<file path="src/rtl/usb_rst_pkg.sv">
// Package: shared constants and helpers for the bus reset detector.
// Assumes integer arithmetic on clock kHz times ns stays within 32 bits.
package usb_rst_pkg;

    // Number of consecutive SE0 cycles that strictly exceed min_ns.
    function automatic int unsigned se0_thresh(input int unsigned clk_khz,
                                               input int unsigned min_ns);
        return (clk_khz * min_ns) / 1_000_000 + 1;
    endfunction

    // Line state seen on the data pair.
    typedef enum logic [1:0] {
        LINE_SE0 = 2'b00,
        LINE_K   = 2'b01,
        LINE_J   = 2'b10,
        LINE_SE1 = 2'b11
    } line_state_e;

endpackage

</file>
<file path="src/rtl/se0_line_decode.sv">
// Module: classifies the sampled data pair into a line state and flags SE0.
// Assumes both inputs are already synchronous to the consuming clock.
module se0_line_decode
    import usb_rst_pkg::*;
(
    input  logic        dp,
    input  logic        dm,
    output line_state_e state,
    output logic        is_se0
);

    // Decode the pair; SE0 only when both lines are low.
    always_comb begin
        state  = line_state_e'({dp, dm});
        is_se0 = (state == LINE_SE0);
    end

endmodule

</file>
<file path="src/rtl/se0_run_counter.sv">
// Module: counts consecutive SE0 cycles, saturating at THRESH, and flags
// the single cycle in which the count first reaches THRESH.
// Assumes a synchronous active-low reset and THRESH >= 1.
module se0_run_counter #(
    parameter int unsigned THRESH = 9,
    localparam int unsigned CNT_W = (THRESH < 2) ? 1 : $clog2(THRESH + 1)
) (
    input  logic clk,
    input  logic rst_n,
    input  logic se0,
    output logic hit
);

    localparam logic [CNT_W-1:0] LAST_BELOW = CNT_W'(THRESH - 1);
    localparam logic [CNT_W-1:0] TOP        = CNT_W'(THRESH);

    logic [CNT_W-1:0] run_q;

    // Crossing detect: this SE0 sample is the THRESH-th of the run.
    always_comb hit = se0 && (run_q == LAST_BELOW);

    // Run length register: clear on non-SE0, count up, hold at THRESH.
    always_ff @(posedge clk) begin
        if (!rst_n)          run_q <= '0;
        else if (!se0)       run_q <= '0;
        else if (run_q != TOP) run_q <= run_q + 1'b1;
    end

endmodule

</file>
<file path="src/rtl/reset_event_latch.sv">
// Module: registers the crossing into a one-cycle event and keeps a sticky
// flag that a clear input drops; a simultaneous set wins over the clear.
// Assumes hit lasts at most one cycle per SE0 run.
module reset_event_latch (
    input  logic clk,
    input  logic rst_n,
    input  logic hit,
    input  logic clr,
    output logic evt,
    output logic flag
);

    // Event register: one cycle per crossing.
    always_ff @(posedge clk) begin
        if (!rst_n) evt <= 1'b0;
        else        evt <= hit;
    end

    // Sticky flag: set by crossing, cleared by clr, set has priority.
    always_ff @(posedge clk) begin
        if (!rst_n)    flag <= 1'b0;
        else if (hit)  flag <= 1'b1;
        else if (clr)  flag <= 1'b0;
    end

endmodule

</file>
<file path="src/rtl/usb_bus_reset_detect.sv">
// Module: top of the bus reset detector. Qualifies SE0 by duration and
// reports a pulse plus a sticky flag; it never resets anything itself.
// Assumes line_dp/line_dm are already synchronised to clk.
module usb_bus_reset_detect
    import usb_rst_pkg::*;
#(
    parameter int unsigned CLK_KHZ    = 1000,
    parameter int unsigned MIN_SE0_NS = 8000,
    localparam int unsigned THRESH    = se0_thresh(CLK_KHZ, MIN_SE0_NS)
) (
    input  logic clk,
    input  logic rst_n,
    input  logic line_dp,
    input  logic line_dm,
    input  logic flag_clr,
    output logic bus_reset_pulse,
    output logic bus_reset_flag
);

    line_state_e line_state;
    logic        se0;
    logic        crossing;

    se0_line_decode u_decode (
        .dp     (line_dp),
        .dm     (line_dm),
        .state  (line_state),
        .is_se0 (se0)
    );

    se0_run_counter #(.THRESH(THRESH)) u_count (
        .clk   (clk),
        .rst_n (rst_n),
        .se0   (se0),
        .hit   (crossing)
    );

    reset_event_latch u_latch (
        .clk   (clk),
        .rst_n (rst_n),
        .hit   (crossing),
        .clr   (flag_clr),
        .evt   (bus_reset_pulse),
        .flag  (bus_reset_flag)
    );

endmodule

</file>
<file path="config.mk">
export PLATFORM = sky130hd
export DESIGN_NAME = usb_bus_reset_detect
export DESIGN_NICKNAME = d
export VERILOG_FILES = /design/src/rtl/usb_rst_pkg.sv /design/src/rtl/se0_line_decode.sv /design/src/rtl/se0_run_counter.sv /design/src/rtl/reset_event_latch.sv /design/src/rtl/usb_bus_reset_detect.sv
export SDC_FILE = /design/constraint.sdc
export NUM_CORES = 1
export LEC_CHECK = 0
export ABC_AREA = 1
export BUFFER_PORTS_ARGS = -buffer_cell sky130_fd_sc_hd__buf_2
export CAP_MARGIN = 0
export CORE_AREA = 2 2 39 41
export CTS_BUF_LIST = sky130_fd_sc_hd__clkbuf_4 sky130_fd_sc_hd__clkbuf_8 sky130_fd_sc_hd__clkbuf_16
export CTS_CLUSTER_SIZE = 16
export DETAILED_ROUTE_END_ITERATION = 8
export DIE_AREA = 0 0 41 43
export GPL_ROUTABILITY_DRIVEN = 1
export PLACE_DENSITY = 0.41
export SLEW_MARGIN = 10
export SYNTH_ARGS = -nofsm -noshare
export SYNTH_HDL_FRONTEND = slang
export SYNTH_HIERARCHICAL = 1
export SYNTH_SLANG_ARGS = --single-unit
export TNS_END_PERCENT = 1
</file>
<file path="constraint.sdc">
create_clock -name clk -period 2.1 [get_ports clk]
set_input_delay 0.525 -clock clk [delete_from_list [all_inputs] [get_ports clk]]
set_output_delay 0.525 -clock clk [all_outputs]
set_load 0.02 [all_outputs]
</file>
Word-level counts from Yosys, hierarchy flattened
Cells that the tools add are included.
{ "classes": {"addsub": 1, "eq_ne": 2, "n_mux": 2, "n_reduce_logical": 4} }
{ "ops": {"columns": ["cell", "n"], "rows": [
  ["$add 4x1->4 const B", 1],
  ["$eq 4x4->1 const B", 1],
  ["$ne 4x4->1 const B", 1],
  ["$logic_not 2->1", 1],
  ["$mux 1", 2],
  ["$reduce_and 2->1", 1],
  ["$reduce_bool 2->1", 1],
  ["$logic_and 1x1->1", 1]
]} }
{ "word_totals": {"ff_bits": 6, "input_bits": 5, "out_inout_bits": 2, "wordCells": 12} }

Longest topological paths before layout
Gate-level depths: netlist of run 1.
{ "depth": {"ltp_word": 3, "mapped_depth": 6, "mapped_depth_nobuf": 6} }

Cells and area by module
The synthesis of run 1 kept the hierarchy.
{ "by_module_without_submodules": {"columns": ["module", "instances", "cells_each", "area_each_um2", "seq_area_each_um2"], "rows": [
  ["se0_run_counter", 1, 36, 245.2, 80.1],
  ["reset_event_latch", 1, 7, 60.1, 40.0],
  ["se0_line_decode", 1, 3, 18.8, 0.0]
]} }

Worst setup path after synthesis of run 1
OpenSTA, ideal clock, no wires.
{ "synth_timing": {"kind": "flip-flop to flip-flop", "start": "reg u_count.run_q[0]", "end": "reg u_count.run_q[1]", "arrival_ns": 0.906, "t_required_ns": 1.986, "setup_slack_ns": 1.080, "stages_incl_launch_ff": 7, "n_path_buf": 0, "synth_period_minus_slack_ns": 1.020, "cell_sequence": "dfxtp_1 inv_1 ha_1 inv_1 nand2_1 nand2_1 nor2_2"} }
{ "synth_via": {"elab_chain_len": 1} }
{ "synth_rtl": {"columns": ["element", "line", "text"], "rows": [
  ["from (decl)", "se0_run_counter.sv:17", "logic [CNT_W-1:0] run_q;"],
  ["from (signal assigned)", "se0_run_counter.sv:26", "else if (run_q != TOP) run_q <= run_q + 1'b1;"],
  ["$add 4x1->4 / $ne 4x4->1 (equally long branches)", "se0_run_counter.sv:26", null]
]} }
Several ways; a longest one is shown, not always the timed one.
A chain may end at the register's enable or synchronous reset.

Worst setup path after layout of run 1
{ "layout_timing": {"start": "reg u_latch.flag", "end": "out bus_reset_flag"} }
{ "layout_rtl": {"columns": ["element", "line", "text"], "rows": [
  ["from (decl)", "reset_event_latch.sv:10", "output logic flag"],
  ["from (signal assigned)", "reset_event_latch.sv:21", "if (!rst_n) flag <= 1'b0;"],
  ["from (signal assigned)", "reset_event_latch.sv:22", "else if (hit) flag <= 1'b1;"],
  ["from (signal assigned)", "reset_event_latch.sv:23", "else if (clr) flag <= 1'b0;"],
  ["to (decl)", "usb_bus_reset_detect.sv:17", "output logic bus_reset_flag"]
]} }
No word-level cell between the ends.

==> impl_metrics.json, run 1 <==
{
  "outcome": "complete, no violations",
  "synth_nets": 52,
  "num-fill-cells": 161,
  "relSlewSlack_pct": 85.0,
  "antenna_found_initial": 0,
  "placed_area_um2": 359,
  "ys_warn_count": 6,
  "vias_per_cell": 3.87,
  "drt_iter0_markers": 1,
  "dp_hpwl_um": 405,
  "syn-cell-area_um2": 309,
  "vias": 267,
  "critical_path_peak_fanout": 2,
  "hold_viol_final": 0,
  "wl_per_cell_um": 7.25,
  "grt_start_max_net_pins": 8,
  "vdd_drop_max_uv": 246,
  "post_cts_resize_count": 0,
  "dieWidth_um": 41,
  "stdcell_area_um2": 382,
  "grt_pass1_vias": 258,
  "critPathBufInv": 1,
  "worstMarginPinSlew_ns": 0.224,
  "grt_first_pass_wirelength_um": 897,
  "avgSynthCellArea_um2": 7.02,
  "rows": 14,
  "cts_root_buf": "clkbuf_4",
  "path_cells": "buf_2",
  "die_height_um": 43,
  "n_antenna_cell": 0,
  "slowest_delay_ns": 0.31,
  "syn2layout_area_growth_pct": 23.5,
  "hold_slack_ns": 0.464,
  "p_leak_nw": 0.208,
  "drc": 0,
  "setup_violations": 0,
  "cts.clk_slew.worst_paths_ns": 0.04,
  "core_um2": 1380,
  "critPathSlowestCell": "dfxtp_1",
  "rsz0062_at_grt": "no",
  "power_density_nw_per_um2": 601,
  "routabilityCongestion": 0.632,
  "multi_input_area_um2": 155,
  "grt_use_total_pct": 8.13,
  "clock-sinks": 6,
  "finalCritPeriodShare_pct": 58.6,
  "ios": 7,
  "cts_setup_buffers": 0,
  "clock_latency_ns": 0.23,
  "power_w": 0.000229,
  "cp.arrival_ns": 0.71,
  "htreeDepth": 1,
  "regArea_um2": 120,
  "dieArea_um2": 1760,
  "start_util_pct": 22.3,
  "portBuffers": 6,
  "num-nets-final": 63,
  "drv_cap": 0,
  "crit_family": "flip-flops",
  "netlist_instances": 44,
  "cp_data_required_time_ns": 1.57,
  "endpoint_kind": "primary output",
  "cp-start-kind": "register",
  "min_period_ns": 1.23,
  "cts_buffer_depth": 2,
  "hold_buffers": 0,
  "hold_class": "reg2reg",
  "timing.fmax_mhz": 812,
  "cts_tree": "done",
  "cts_buffers": 3,
  "wl_um": 500,
  "first_pass_iters": 2,
  "skew_ns": 0.00128,
  "drive_gt1_share_pct": 24.5,
  "detail-route-antenna-nets": 0,
  "setup_tns_ns": 0,
  "crit_type": "reg2out",
  "maxSlewViolCount": 0,
  "grt_overflow": 0
}
-- per-stage QoR --
step,cells,utilization [%],setup WS [ns]
global placement,66,25.9,0.939
floorplan,44,-,1.08
finish,69,27.6,0.869
detailed placement,66,25.9,0.935
CTS,69,27.6,0.860
global route,69,27.6,0.836
-- power breakdown --
| group | internal (W) | switching, W |
|---|---|---|
| Sequential | 0.000115 | 0.00000164 |
| Clock | 0.0000643 | 0.0000369 |
| Combinational | 0.00000545 | 0.00000565 |
-- sequential cells by signal, summed over array words and instances (netlist names) --
| name | cells |
|---|---|
| u_count/run_q | 4 |
| u_latch/evt | 1 |
| u_latch/flag | 1 |
-- path summary, 6_finish.rpt --
kind	startpoint	to	slack, ns	depth (start not counted)
setup / recovery	u_latch/flag	bus_reset_flag	0.87	1
hold / removal	u_latch/flag	u_latch/flag	0.46	2
setup reg to reg	u_count/run_q[0]	u_count/run_q[1]	1.00	6
hold reg to reg	u_latch/flag	u_latch/flag	0.46	2
-- cells in the final DEF, fill, tap and decap left out --
| cell | count |
|---|---|
| nor2_1 | 6 |
| or2_0 | 1 |
| buf_2 | 6 |
| nand2_1 | 12 |
| nand3_1 | 3 |
| ha_1 | 3 |
| clkbuf_4 | 3 |
| nand4_1 | 1 |
| nor2_2 | 2 |
| inv_1 | 8 |
| dfxtp_1 | 6 |
| nand3_2 | 1 |
| inv_2 | 1 |
-- area by class of cell --
| class | count | area share (%) |
|---|---|---|
| clock buffers | 3 | 5.90 |
| inverters | 9 | 8.85 |
| multi-input cells | 29 | 40.7 |
| flip-flops and latches | 6 | 31.5 |
| well taps | 16 | 5.25 |
| repair buffers | 6 | 7.87 |
-- metal layers --
layer	part of all wire, %	GRT usage [%]	wire [µm]	vias up
li1	-	-	-	149
met1	49	9.00	247	112
met2	43	10.0	215	4
met3	3.6	1.57	18	2
met4	3.8	12.0	19	0
met5	0	0	0	-
No activity file was read; power rests on OpenSTA's default activity.
==> run 2: changes to the inputs <==
==> constraint.sdc (replaced) <==
create_clock -name clk -period 1.3 [get_ports clk]
set_input_delay 0.325 -clock clk [delete_from_list [all_inputs] [get_ports clk]]
set_output_delay 0.325 -clock clk [all_outputs]
set_load 0.02 [all_outputs]
==> run 2 against run 1 <==
Effect of this change: worst setup slack lost 0.65 ns; wire length increased by 7.8%; register-to-register slack lost 0.79 ns; cell count unchanged; via count decreased by 0.37%; sequential cell count unchanged; design area is the same; non-clock buffer count did not move; critical path depth increased by 5; critical path type is now reg2reg; largest cell class unchanged; largest power group unchanged.
==> impl_metrics.json, run 2 (synthesis results as in run 1) <==
{
  "finalCritPeriodShare_pct": 83.5,
  "largest_register_ffs": 4,
  "dieArea_um2": 1760,
  "syn2layout_area_growth_pct": 23.5,
  "min_period_ns": 1.09,
  "wl_per_cell_um": 7.81,
  "vias": 266,
  "grt_first_pass_wirelength_um": 931,
  "relSlewSlack_pct": 86.0,
  "vdd_drop_max_uv": 276,
  "cts_buffer_depth": 2,
  "swShare_pct": 20.8,
  "clock_latency_ns": 0.24,
  "p_seq_share_pct": 49.9,
  "drive_gt1_share_pct": 24.5,
  "num-nets-final": 63,
  "grt_overflow": 0,
  "rows": 14,
  "regToRegEndpoint": "u_count/run_q[1]",
  "crit_start": "u_count/run_q[0]",
  "top_regs": "u_count/run_q: 4 flops, u_latch/evt: 1 flops, u_latch/flag: 1 flops",
  "cts_root_buf": "clkbuf_4",
  "clock-sinks": 6,
  "timing.rr.start": "u_count/run_q[0]",
  "cts_setup_buffers": 0,
  "antenna_found_initial": 0,
  "cp_data_required_time_ns": 1.43,
  "ios": 7,
  "crit_end": "u_count/run_q[1]",
  "hold_viol_final": 0,
  "slowest_delay_ns": 0.42,
  "reg2reg_slack_ns": 0.21,
  "portBuffers": 6,
  "crit_type": "reg2reg",
  "grt_start_max_net_pins": 8,
  "drc": 0,
  "final_cell_mix": "12 x nand2_1, 8 x inv_1, 6 x buf_2, 6 x nor2_1, 6 x dfxtp_1",
  "vias_per_cell": 3.86,
  "first_pass_iters": 1,
  "hold_class": "in2reg",
  "hold_slack_ns": 0.323,
  "start_util_pct": 22.3,
  "num-fill-cells": 158,
  "clkPwrFrac_pct": 45.3,
  "p_leak_nw": 0.208,
  "met3_length_um": 20,
  "final_common_cell": "nand2_1",
  "grt_pass1_vias": 245,
  "endpoint_kind": "register",
  "pwr-share-comb_pct": 4.8,
  "wl_um": 539,
  "regMostFlops": "u_count/run_q",
  "skew_ns": 0.00435,
  "drt_iter0_markers": 0,
  "htreeDepth": 1,
  "routed-wl-met2_um": 235,
  "maxSlewViolCount": 0,
  "setup_violations": 0,
  "cts_buffers": 3,
  "cp.arrival_ns": 1.22,
  "highest_layer": "met4",
  "n_antenna_cell": 0,
  "detail-route-antenna-nets": 0,
  "timing.fmax_mhz": 921,
  "switchingPower_w": 0.0000787,
  "rsz0062_at_grt": "no",
  "cts_tree": "done",
  "post_cts_resize_count": 0,
  "placed_area_um2": 359,
  "die_height_um": 43,
  "hold_buffers": 0,
  "critPathSlowestCell": "dfxtp_1",
  "critical_path_peak_fanout": 7,
  "outcome": "complete, no violations",
  "core_um2": 1380,
  "reg2reg_depth": 6,
  "cp-start-kind": "register",
  "setup_tns_ns": 0,
  "stdcell_area_um2": 382,
  "wl_met1_um": 264,
  "power_density_nw_per_um2": 991,
  "grt_use_total_pct": 8.94,
  "path_cells": "inv_1, ha_1, inv_1, nand2_1, nand2_1, nor2_2",
  "routabilityCongestion": 0.638,
  "worstMarginPinSlew_ns": 0.210,
  "dp_hpwl_um": 428,
  "intPower_w": 0.000299,
  "drv_cap": 0,
  "dieWidth_um": 41,
  "cts.clk_slew.worst_paths_ns": 0.05
}
[run 2: final cells by class]
type	instances	area, µm²	area share (%)
clock buffers	3	22.5	5.90
multi-input cells	29	155	40.7
repair buffers	6	30.0	7.87
flip-flops and latches	6	120	31.5
well taps	16	20.0	5.25
inverters	9	33.8	8.85
[run 2: critical path: cells and delay by family, from the launching register on]
kind | cells | cell delay, ns
and+or+nand+nor | 3 | 0.14
DFF | 1 | 0.42
buffers and inverters | 2 | 0.12
adders and majority gates | 1 | 0.28
[run 2: worst min-delay path by stage]
| stage | slack (ns) | endpoint | depth (start not counted) | from |
|---|---|---|---|---|
| detailed placement | 0.46 | u_latch/flag | 2 | u_latch/flag |
| finish | 0.32 | u_latch/evt | 3 | rst_n |
| floorplan | 0.44 | u_latch/evt | 2 | rst_n |
| CTS | 0.32 | u_latch/evt | 3 | rst_n |
| global placement | 0.45 | u_latch/flag | 2 | u_latch/flag |
| global route | 0.35 | u_latch/evt | 3 | rst_n |
[run 2: stage by stage]
step,setup slack (ns),util (%),power (W),cells
after floorplan,0.280,-,0.000202,44
after global placement,0.233,25.9,0.000211,66
after detailed placement,0.215,25.9,0.000211,66
after CTS,0.202,27.6,0.000390,69
after global routing,0.103,27.6,0.000402,69
final,0.215,27.6,0.000378,69
[run 2: power by group through the flow]
stage	registers, W	clock network [W]	logic [W]
after floorplan	0.000192	0	0.00000991
after CTS	0.000189	0.000183	0.0000185
final	0.000189	0.000171	0.0000181
after global placement	0.000192	0	0.0000186
after detailed placement	0.000192	0	0.0000183
after global routing	0.000189	0.000191	0.0000217
[run 2: layer usage]
layer  vias to the layer above  track usage [%]
li1                        149                -
met2                         4             9.69
met5                         -                0
met1                       111             9.97
met3                         2             4.71
met4                         0             12.0
==> run 3: changes to the inputs <==
--- a/config.mk
+++ b/config.mk
@@ -5,7 +5,7 @@
 export SDC_FILE = /design/constraint.sdc
 export NUM_CORES = 1
 export LEC_CHECK = 0
-export ABC_AREA = 1
+export ABC_AREA = 0
 export BUFFER_PORTS_ARGS = -buffer_cell sky130_fd_sc_hd__buf_2
 export CAP_MARGIN = 0
 export CORE_AREA = 2 2 39 41
@@ -14,7 +14,7 @@
 export DETAILED_ROUTE_END_ITERATION = 8
 export DIE_AREA = 0 0 41 43
 export GPL_ROUTABILITY_DRIVEN = 1
-export PLACE_DENSITY = 0.41
+export PLACE_DENSITY = 0.4
 export SLEW_MARGIN = 10
 export SYNTH_ARGS = -nofsm -noshare
 export SYNTH_HDL_FRONTEND = slang
==> constraint.sdc (replaced) <==
create_clock -name clk -period 1.09 [get_ports clk]
set_input_delay 0.2725 -clock clk [delete_from_list [all_inputs] [get_ports clk]]
set_output_delay 0.2725 -clock clk [all_outputs]
set_load 0.02 [all_outputs]
==> run 3 against run 2 <==
Effect of this change: clock skew fell by 0.0023 ns; sequential power rose by 19%; sequential share of layout area fell by 0.29 points; global-route usage rose by 0.10 points; highest routed layer is now met3; core utilization rose by 0.54 points; largest power group unchanged; non-clock buffer count rose by 2; critical path type unchanged.
==> impl_metrics.json, run 3 <==
{
  "outcome": "complete, no violations",
  "first_pass_iters": 2,
  "reg2reg_slack_ns": 0.05,
  "dp_cells": 53,
  "syn-cell-area_um2": 298,
  "hold_class": "in2reg",
  "drv_cap": 0,
  "power_w": 0.000448,
  "drive_gt1_share_pct": 40.0,
  "maxSlewViolCount": 0,
  "p_seq_share_pct": 49.9,
  "relSlewSlack_pct": 85.5,
  "wl_met1_um": 193,
  "wl_um": 524,
  "setup_tns_ns": 0,
  "critical_path_peak_fanout": 3,
  "vias": 225,
  "worstMarginPinSlew_ns": 0.217,
  "highest_layer": "met3",
  "drc": 0,
  "cts_setup_buffers": 0,
  "rows": 14,
  "fin_ws_ns": 0.0451,
  "intPower_w": 0.000359,
  "switchingPower_w": 0.0000890,
  "crit_type": "reg2reg",
  "top_regs": "u_count/run_q: 4 flops, u_latch/evt: 1 flops, u_latch/flag: 1 flops",
  "avgSynthCellArea_um2": 10.3,
  "vdd_drop_max_uv": 457,
  "cts_tree": "done",
  "vias_per_cell": 4.02,
  "rsz0062_at_grt": "no",
  "cts.clk_slew.worst_paths_ns": 0.04,
  "ios": 7,
  "antenna_found_initial": 0,
  "min_period_ns": 1.04,
  "detail-route-antenna-nets": 0,
  "portBuffers": 6,
  "hold_slack_ns": 0.269,
  "cp-start-kind": "register",
  "p_leak_nw": 0.199,
  "timing.fmax_mhz": 957,
  "routed-wl-met2_um": 289,
  "core_um2": 1380,
  "grt_first_pass_wirelength_um": 931,
  "regMostFlops": "u_count/run_q",
  "start_util_pct": 21.5,
  "power_density_nw_per_um2": 1150,
  "place_ws_ns": 0.0136,
  "setup_violations": 0,
  "cp_data_required_time_ns": 1.22,
  "met3_length_um": 41,
  "clkPwrFrac_pct": 44.5,
  "htreeDepth": 1,
  "cp.arrival_ns": 1.18,
  "grt_overflow": 0,
  "hold_viol_final": 0,
  "endpoint_kind": "register",
  "syn2layout_area_growth_pct": 30.7,
  "grt_use_total_pct": 9.04,
  "skew_ns": 0.00209,
  "cts_buffers": 3,
  "n_antenna_cell": 0,
  "largest_register_ffs": 4,
  "wl_per_cell_um": 9.36,
  "dieArea_um2": 1760,
  "dieWidth_um": 41,
  "finalCritPeriodShare_pct": 95.9,
  "grt_start_max_net_pins": 6,
  "grt_pass1_vias": 216,
  "stdcell_count": 56,
  "num-nets-final": 50,
  "pwr-share-comb_pct": 5.6,
  "swShare_pct": 19.8,
  "ys_warn_count": 6,
  "final_cell_mix": "6 x buf_2, 5 x dfxtp_1, 4 x nor2_1, 3 x clkbuf_4",
  "drt_iter0_markers": 1,
  "clock_latency_ns": 0.24,
  "netlist_instances": 29,
  "hold_buffers": 0,
  "cts_root_buf": "clkbuf_4",
  "post_cts_resize_count": 0,
  "dp_hpwl_um": 449,
  "final_common_cell": "buf_2",
  "cts_buffer_depth": 2,
  "routabilityCongestion": 0.626,
  "synth_nets": 37,
  "die_height_um": 43,
  "clock-sinks": 6
}
==> run 3: changes by cell type in the layout (fill, tap and decap cells not counted), moves of 2 or more <==
cell	delta
buf_4	+2
inv_1	-6
nand2_1	-10
nand3_1	-2
nor2_1	-2
nor2_2	-2
==> run 3: metrics by stage <==
stage          cell area, µm²  util [%]
6_report                  389      28.1
5_1_grt                   389      28.1
4_1_cts                   385      27.8
3_5_place_dp              363      26.2
3_3_place_gp              363      26.2
2_1_floorplan             298         -
==> run 3: critical path: stages (launching register included) <==
cell and delay [ns]:
dfxtp_2 0.33, inv_1 0.04, ha_1 0.17, and4b_2 0.20, o21a_1 0.18
==> run 3: layout make-up <==
| cell class | count | area, µm² |
|---|---|---|
| well taps | 16 | 20.0 |
| repair buffers | 8 | 45.0 |
| inverters | 2 | 7.51 |
| clock buffers | 3 | 22.5 |
| flip-flops and latches | 6 | 121 |
| multi-input cells | 21 | 173 |
| fillers | 158 | 995 |
==> run 3: layer usage <==
metal / vias to the layer above / track usage [%]
met1: 100 / 8.68
met4: 0 / 4.00
li1: 119 / -
met5: - / 0
met3: 0 / 9.42
met2: 6 / 12.2
==> run 3: path summary, 6_finish.rpt <==
kind | cells after the start | from | endpoint
worst max register to register | 4 | u_count/run_q[0] | u_latch/flag
worst max-delay path | 4 | u_count/run_q[0] | u_latch/flag
worst min register to register | 2 | u_count/run_q[2] | u_count/run_q[2]
worst min-delay path | 2 | rst_n | u_latch/flag
==> run 3: power groups by stage <==
stage	clock [W]	sequential (W)	combinational (W)
6_report	0.000199	0.000224	0.0000250
4_1_cts	0.000217	0.000223	0.0000253
5_1_grt	0.000243	0.000223	0.0000285
3_5_place_dp	0	0.000227	0.0000252
3_3_place_gp	0	0.000227	0.0000241
2_1_floorplan	0	0.000228	0.00000986
